==> src/rtl/cfgld_pkg.sv <==
package cfgld_pkg;
  typedef enum logic [2:0] {
    LD_IDLE,
    LD_PWR,
    LD_SETUP,
    LD_PROG,
    LD_POST,
    LD_SHIFT,
    LD_DONE
  } ld_state_e;

  typedef enum logic [1:0] {
    PH_WAIT,
    PH_LO,
    PH_HI
  } ph_e;
endpackage

==> src/rtl/cfgld_timer.sv <==
module cfgld_timer #(
  parameter int CNT_W = 8
) (
  input  logic             clk,
  input  logic             rst_n,
  input  logic             load,
  input  logic [CNT_W-1:0] load_val,
  output logic             zero
);
  logic [CNT_W-1:0] cnt;

  always_ff @(posedge clk or negedge rst_n) begin
    if (!rst_n)             cnt <= '0;
    else if (load)          cnt <= load_val;
    else if (cnt != '0)     cnt <= cnt - 1'b1;
  end

  assign zero = (cnt == '0);
endmodule

==> src/rtl/cfgld_fetch.sv <==
module cfgld_fetch #(
  parameter int WORD_W    = 32,
  parameter int NUM_WORDS = 16,
  parameter int ADDR_W    = 4
) (
  input  logic              clk,
  input  logic              rst_n,
  input  logic              en,
  input  logic              take,
  output logic              req_valid,
  input  logic              req_ready,
  output logic [ADDR_W-1:0] req_addr,
  input  logic              rsp_valid,
  output logic              rsp_ready,
  input  logic [WORD_W-1:0] rsp_data,
  output logic              buf_valid,
  output logic [WORD_W-1:0] buf_data
);
  localparam int CNT_W = $clog2(NUM_WORDS + 1);

  logic [CNT_W-1:0] issued;
  logic             outstanding;

  assign req_valid = en && !outstanding && !buf_valid && (issued < CNT_W'(NUM_WORDS));
  assign req_addr  = ADDR_W'(issued);
  assign rsp_ready = en && outstanding && !buf_valid;

  always_ff @(posedge clk or negedge rst_n) begin
    if (!rst_n) begin
      issued      <= '0;
      outstanding <= 1'b0;
      buf_valid   <= 1'b0;
      buf_data    <= '0;
    end else if (!en) begin
      issued      <= '0;
      outstanding <= 1'b0;
      buf_valid   <= 1'b0;
    end else begin
      if (req_valid && req_ready) begin
        issued      <= issued + 1'b1;
        outstanding <= 1'b1;
      end
      if (rsp_valid && rsp_ready) begin
        buf_data    <= rsp_data;
        buf_valid   <= 1'b1;
        outstanding <= 1'b0;
      end else if (take) begin
        buf_valid   <= 1'b0;
      end
    end
  end
endmodule

==> src/rtl/cfgld_shift.sv <==
module cfgld_shift
  import cfgld_pkg::*;
#(
  parameter int WORD_W    = 32,
  parameter int NUM_WORDS = 16,
  parameter int CCLK_LO   = 1,
  parameter int CCLK_HI   = 1
) (
  input  logic              clk,
  input  logic              rst_n,
  input  logic              en,
  input  logic              buf_valid,
  input  logic [WORD_W-1:0] buf_data,
  output logic              take,
  output logic              cclk,
  output logic              din,
  output logic              fin
);
  localparam int CNT_W  = $clog2(NUM_WORDS + 1);
  localparam int BIT_W  = (WORD_W > 1) ? $clog2(WORD_W) : 1;
  localparam int PH_MAX = (CCLK_LO > CCLK_HI) ? CCLK_LO : CCLK_HI;
  localparam int PH_W   = $clog2(PH_MAX + 1);

  ph_e              ph;
  logic [PH_W-1:0]  ph_cnt;
  logic [BIT_W-1:0] bit_idx;
  logic [CNT_W-1:0] words;
  logic [WORD_W-1:0] sh;

  logic ph_end, last_bit, last_word;
  assign ph_end    = (ph_cnt == '0);
  assign last_bit  = (bit_idx == BIT_W'(WORD_W - 1));
  assign last_word = (words == CNT_W'(NUM_WORDS - 1));

  assign take = en && (ph == PH_WAIT) && buf_valid;
  assign fin  = en && (ph == PH_HI) && ph_end && last_bit && last_word;
  assign cclk = (ph == PH_HI);
  assign din  = (ph != PH_WAIT) && sh[WORD_W-1];

  always_ff @(posedge clk or negedge rst_n) begin
    if (!rst_n) begin
      ph      <= PH_WAIT;
      ph_cnt  <= '0;
      bit_idx <= '0;
      words   <= '0;
      sh      <= '0;
    end else if (!en) begin
      ph      <= PH_WAIT;
      bit_idx <= '0;
      words   <= '0;
    end else begin
      case (ph)
        PH_WAIT: if (buf_valid) begin
          sh      <= buf_data;
          bit_idx <= '0;
          ph      <= PH_LO;
          ph_cnt  <= PH_W'(CCLK_LO - 1);
        end
        PH_LO: if (ph_end) begin
          ph     <= PH_HI;
          ph_cnt <= PH_W'(CCLK_HI - 1);
        end else begin
          ph_cnt <= ph_cnt - 1'b1;
        end
        PH_HI: if (ph_end) begin
          if (last_bit) begin
            ph    <= PH_WAIT;
            words <= words + 1'b1;
          end else begin
            sh      <= sh << 1;
            bit_idx <= bit_idx + 1'b1;
            ph      <= PH_LO;
            ph_cnt  <= PH_W'(CCLK_LO - 1);
          end
        end else begin
          ph_cnt <= ph_cnt - 1'b1;
        end
        default: ph <= PH_WAIT;
      endcase
    end
  end
endmodule

==> src/rtl/cfgld_loader.sv <==
module cfgld_loader
  import cfgld_pkg::*;
#(
  parameter int WORD_W      = 32,
  parameter int NUM_WORDS   = 10524,
  parameter int DELAY_UNIT  = 1000,
  parameter int PWR_UNITS   = 50,
  parameter int SETUP_UNITS = 1,
  parameter int PROG_UNITS  = 50,
  parameter int POST_UNITS  = 1,
  parameter int CCLK_LO     = 1,
  parameter int CCLK_HI     = 1,
  localparam int ADDR_W     = (NUM_WORDS > 1) ? $clog2(NUM_WORDS) : 1
) (
  input  logic              clk,
  input  logic              rst_n,
  input  logic              start,
  output logic              pwr_en,
  output logic              prog_n,
  output logic              cclk,
  output logic              din,
  output logic              busy,
  output logic              done,
  output logic              req_valid,
  input  logic              req_ready,
  output logic [ADDR_W-1:0] req_addr,
  input  logic              rsp_valid,
  output logic              rsp_ready,
  input  logic [WORD_W-1:0] rsp_data
);
  localparam int PWR_CYC   = PWR_UNITS * DELAY_UNIT;
  localparam int SETUP_CYC = SETUP_UNITS * DELAY_UNIT;
  localparam int PROG_CYC  = PROG_UNITS * DELAY_UNIT;
  localparam int POST_CYC  = POST_UNITS * DELAY_UNIT;
  localparam int MAX_A     = (PWR_CYC > SETUP_CYC) ? PWR_CYC : SETUP_CYC;
  localparam int MAX_B     = (PROG_CYC > POST_CYC) ? PROG_CYC : POST_CYC;
  localparam int MAX_CYC   = (MAX_A > MAX_B) ? MAX_A : MAX_B;
  localparam int TMR_W     = $clog2(MAX_CYC + 1);

  ld_state_e        st, st_nxt;
  logic             tmr_load, tmr_zero;
  logic [TMR_W-1:0] tmr_val;
  logic             fetch_en, shift_en, take, fin;
  logic             buf_valid;
  logic [WORD_W-1:0] buf_data;

  always_comb begin
    st_nxt   = st;
    tmr_load = 1'b0;
    tmr_val  = '0;
    case (st)
      LD_IDLE, LD_DONE: if (start) begin
        st_nxt = LD_PWR;   tmr_load = 1'b1; tmr_val = TMR_W'(PWR_CYC - 1);
      end
      LD_PWR: if (tmr_zero) begin
        st_nxt = LD_SETUP; tmr_load = 1'b1; tmr_val = TMR_W'(SETUP_CYC - 1);
      end
      LD_SETUP: if (tmr_zero) begin
        st_nxt = LD_PROG;  tmr_load = 1'b1; tmr_val = TMR_W'(PROG_CYC - 1);
      end
      LD_PROG: if (tmr_zero) begin
        st_nxt = LD_POST;  tmr_load = 1'b1; tmr_val = TMR_W'(POST_CYC - 1);
      end
      LD_POST:  if (tmr_zero) st_nxt = LD_SHIFT;
      LD_SHIFT: if (fin)      st_nxt = LD_DONE;
      default:  st_nxt = LD_IDLE;
    endcase
  end

  always_ff @(posedge clk or negedge rst_n) begin
    if (!rst_n) begin
      st     <= LD_IDLE;
      pwr_en <= 1'b0;
    end else begin
      st <= st_nxt;
      if (st_nxt == LD_PWR) pwr_en <= 1'b1;
    end
  end

  assign prog_n   = (st != LD_PROG);
  assign busy     = (st != LD_IDLE) && (st != LD_DONE);
  assign done     = (st == LD_DONE);
  assign fetch_en = (st == LD_PROG) || (st == LD_POST) || (st == LD_SHIFT);
  assign shift_en = (st == LD_SHIFT);

  cfgld_timer #(.CNT_W(TMR_W)) u_timer (
    .clk(clk), .rst_n(rst_n), .load(tmr_load), .load_val(tmr_val), .zero(tmr_zero)
  );

  cfgld_fetch #(.WORD_W(WORD_W), .NUM_WORDS(NUM_WORDS), .ADDR_W(ADDR_W)) u_fetch (
    .clk(clk), .rst_n(rst_n), .en(fetch_en), .take(take),
    .req_valid(req_valid), .req_ready(req_ready), .req_addr(req_addr),
    .rsp_valid(rsp_valid), .rsp_ready(rsp_ready), .rsp_data(rsp_data),
    .buf_valid(buf_valid), .buf_data(buf_data)
  );

  cfgld_shift #(.WORD_W(WORD_W), .NUM_WORDS(NUM_WORDS),
                .CCLK_LO(CCLK_LO), .CCLK_HI(CCLK_HI)) u_shift (
    .clk(clk), .rst_n(rst_n), .en(shift_en), .buf_valid(buf_valid),
    .buf_data(buf_data), .take(take), .cclk(cclk), .din(din), .fin(fin)
  );
endmodule

==> config.mk <==
export PLATFORM = sky130hd
export DESIGN_NAME = cfgld_loader
export DESIGN_NICKNAME = d
export VERILOG_FILES = /design/src/rtl/cfgld_pkg.sv /design/src/rtl/cfgld_timer.sv /design/src/rtl/cfgld_fetch.sv /design/src/rtl/cfgld_shift.sv /design/src/rtl/cfgld_loader.sv
export SDC_FILE = /design/constraint.sdc
export NUM_CORES = 1
export LEC_CHECK = 0
export BUFFER_PORTS_ARGS = -buffer_cell sky130_fd_sc_hd__buf_4
export CAP_MARGIN = 0
export CORE_ASPECT_RATIO = 0.9
export CORE_MARGIN = 3
export CORE_UTILIZATION = 40
export DETAILED_ROUTE_END_ITERATION = 10
export GPL_TIMING_DRIVEN = 0
export PLACE_DENSITY = 0.69
export REMOVE_ABC_BUFFERS = 1
export SLEW_MARGIN = 20
export SYNTH_ARGS = -nofsm -noshare
export SYNTH_HDL_FRONTEND = slang
export SYNTH_HIERARCHICAL = 1
export SYNTH_SLANG_ARGS = --single-unit
export TNS_END_PERCENT = 20
==> constraint.sdc <==
create_clock -name clk -period 4 [get_ports clk]
set_input_delay 0.8 -clock clk [delete_from_list [all_inputs] [get_ports clk]]
set_output_delay 0.8 -clock clk [all_outputs]
set_load 0.02 [all_outputs]
==> summary.txt <==
#FFs+latches synth: 121
RePlAce Congestion: 0.826
Post-route DRC: 0
Met2 Track Usage GR: 23.9%
Worst-case reg-to-reg path depth: 10
Clk slew on worst S/H paths: 0.06 ns
Ys async rst share: 100%
Number of synthesized flops with an enable pin: 0
Most common cell after layout, fill and taps aside: dfrtp_1
Grt total ovfl: 0
Top FF cell, synth: dfrtp_1
Synth unique cells: 66
Clk root buf: clkbuf_16
Worst Setup Start Kind: flop
Max_cap viols: 0
Critical path fanouts, max: 19
GRT met1 Usage: 19.5%
Synth area leader: dfrtp_1
Leakage: 0.00316 uW
Total power draw: 3340 uW
Final antenna-violating net count: 0
Post-Route WL: 11.8 mm
H-tree levels: 4
Number of global-route vias before repair: 4341
DRT Pass-1 Iters: 5
Layout cells sized above 1: 24.9%
Initial antenna violation count: 0
HP Class: primary input to asynchronous set/reset pin
Largest net degree at the start of global routing: 71
Synthesized area per cell: 10.7 sq um
Area delta synth->final: 19.7%
CTS tree: done
Global Route met3 Usage: 4.56%
Leading post-synthesis cells by cell area: dfrtp_1 (49%), mux2i_1 (6.5%), mux2_2 (6.4%)
Synth warnings: 6
Starting Density: 41.3%
Unrepaired setup endpoints after global routing: false
Max_slew headroom: 47.9%
DIE HEIGHT: 123 um
P per Cell Area: 455 mW/mm^2
Fillers: 1343
# IOs: 59
Longest Clk Path Bufs: 2
Register area share after synthesis: 49.4%
Worst setup EP type: primary output
Drt via density: 5.28
Final clock skew: 0.00870 ns
# rows: 42
Die ar.: 0.0169 sq mm
Arr. time, crit path: 2.78 ns
Min cycle time layout: 3.58 ns
Sequential cell area: 0.00303 sq mm
Hold_buf cts: 0
CTS sink count: 121
Fin. Hold Viols: 0
# nets final: 675
Routed wire per std cell: 14.0 um
DR vias: 4437
Skew-Pair Late Insertion Delay: 0.41 ns
Final Setup Violations: 0
Multi-input gate area in the final layout: 0.00289 sq mm
Port bufs: 58
Post-CTS Setup Repair Bufs: 0
Post-cts resize count: 0
Iter 0 DRT Violations: 223
Max Freq: 279 MHz
CTS buffer count: 17
Commonest cells after routing, fill and taps aside: dfrtp_1 (121), nand2_1 (66), buf_4 (58)
Worst-Margin Slew: 0.776 ns
Final Max Tran Viols: 0
Core area: 0.0149 sq mm
Worst EP required: 3.20 ns
Mapped Area: 0.00613 sq mm
Tot GR Track Use: 15.0%
Outcome: finished, final reports clean
Top cell type's share of synthesized area: 49.4%
First-pass GRT wire length: 20.3 mm
WS Path Type: flop to primary output
Die Wd: 137 um
Diode count: 0
Busiest grt layer: met2
Final cycle utilization of the critical path: 89.6%
Hpwl dp: 7.84 mm
VDD IR max: 428 uV
Hold Worst Slack: 0.331 ns
Post-Syn Instances: 575
[state kept, by name, summed over array words and instances, names as in the netlist]
signal	flops
pwr_en	1
u_shift/ph	2
u_fetch/buf_valid	1
u_timer/cnt	16
u_shift/words	14
u_fetch/buf_data	32
st	3
u_fetch/req_addr	14
u_fetch/outstanding	1
u_shift/sh	32
u_shift/bit_idx	5
[metal layers]
layer,up-vias,wire length (um),part of all wire [%]
met4,0,117,0.99
met2,77,5830,49
li1,2179,-,-
met1,2169,5380,46
met5,-,0,0
met3,12,468,4.0
[cells in the mapped netlist, types with 3 or more instances]
| master | count |
|---|---|
| dfrtp_1 | 121 |
| nand2_1 | 67 |
| mux2i_1 | 40 |
| nor2_1 | 40 |
| mux2_2 | 35 |
| a21oi_1 | 24 |
| o21ai_1 | 19 |
| nand3_1 | 18 |
| o21ai_2 | 17 |
| xnor2_1 | 17 |
| nor3_1 | 13 |
| inv_1 | 12 |
| o31ai_1 | 12 |
| o21ai_0 | 11 |
| clkbuf_1 | 10 |
| or4_1 | 10 |
| buf_6 | 8 |
| ha_1 | 7 |
| buf_2 | 6 |
| nand2b_1 | 5 |
| nand4_1 | 5 |
| nor4_1 | 5 |
| a211oi_1 | 3 |
| a21o_1 | 3 |
| a31oi_1 | 3 |
| nor3_2 | 3 |
| o21a_1 | 3 |
| or3_1 | 3 |
[path summary, 6_finish.rpt]
path                            slack, ns                  end      startpoint
worst max-delay path                 0.42            req_valid           st[2]
worst min-delay path                 0.33  u_fetch/req_addr[2]           rst_n
worst max register to register       0.51               pwr_en           st[2]
worst min register to register       0.47       u_shift/sh[31]  u_shift/sh[31]
max in group asynchronous            2.97       u_shift/sh[28]           rst_n
min in group clk                     0.47       u_shift/sh[31]  u_shift/sh[31]
[worst max-delay path, stage by stage, from the launching register on]
cell,delay (ns)
dfrtp_1,0.71
inv_2,0.14
o21ai_1,0.65
nand2b_1,0.22
a2111oi_0,0.43
buf_4,0.22
[cells by family after synthesis]
family / Yosys count / share of synthesized area, %
adders and majority gates: 7 / 1.43
buffers and inverters: 45 / 4.06
other: 1 / 0.0611
AOI/OAI and AO/OA: 116 / 13.0
xor gates and xnor gates: 19 / 2.71
muxes: 75 / 13.0
DFF: 121 / 49.4
and+or+nand+nor: 191 / 16.4
[area by class of cell]
| class | count | area share [%] |
|---|---|---|
| flip-flops and latches | 121 | 41.2 |
| clock inverters | 11 | 2.35 |
| clock buffers | 20 | 6.08 |
| repair buffers | 61 | 6.73 |
| inverters | 17 | 0.886 |
| well taps | 198 | 3.37 |
| multi-input cells | 413 | 39.3 |
[power breakdown]
group / internal [uW] / switching (uW) / total, uW
clock: 1060 / 530 / 1590
sequential: 1310 / 88.0 / 1400
combinational: 176 / 184 / 360
total: 2540 / 802 / 3340
[metrics by stage]
| step | util [%] | instances | setup WS [ns] | instance area (sq um) | TNS, ns |
|---|---|---|---|---|---|
| 6_report | 49.4 | 841 | 0.416 | 7340 | 0 |
| 5_1_grt | 49.4 | 841 | 0.115 | 7340 | 0 |
| 4_1_cts | 49.4 | 841 | 0.364 | 7340 | 0 |
| 3_5_place_dp | 45.2 | 810 | 0.540 | 6720 | 0 |
| 3_3_place_gp | 44.7 | 807 | -0.728 | 6650 | -7.81 |
| 2_1_floorplan | - | 551 | 0.190 | 5970 | 0 |
(Power assumes the default switching activity.)
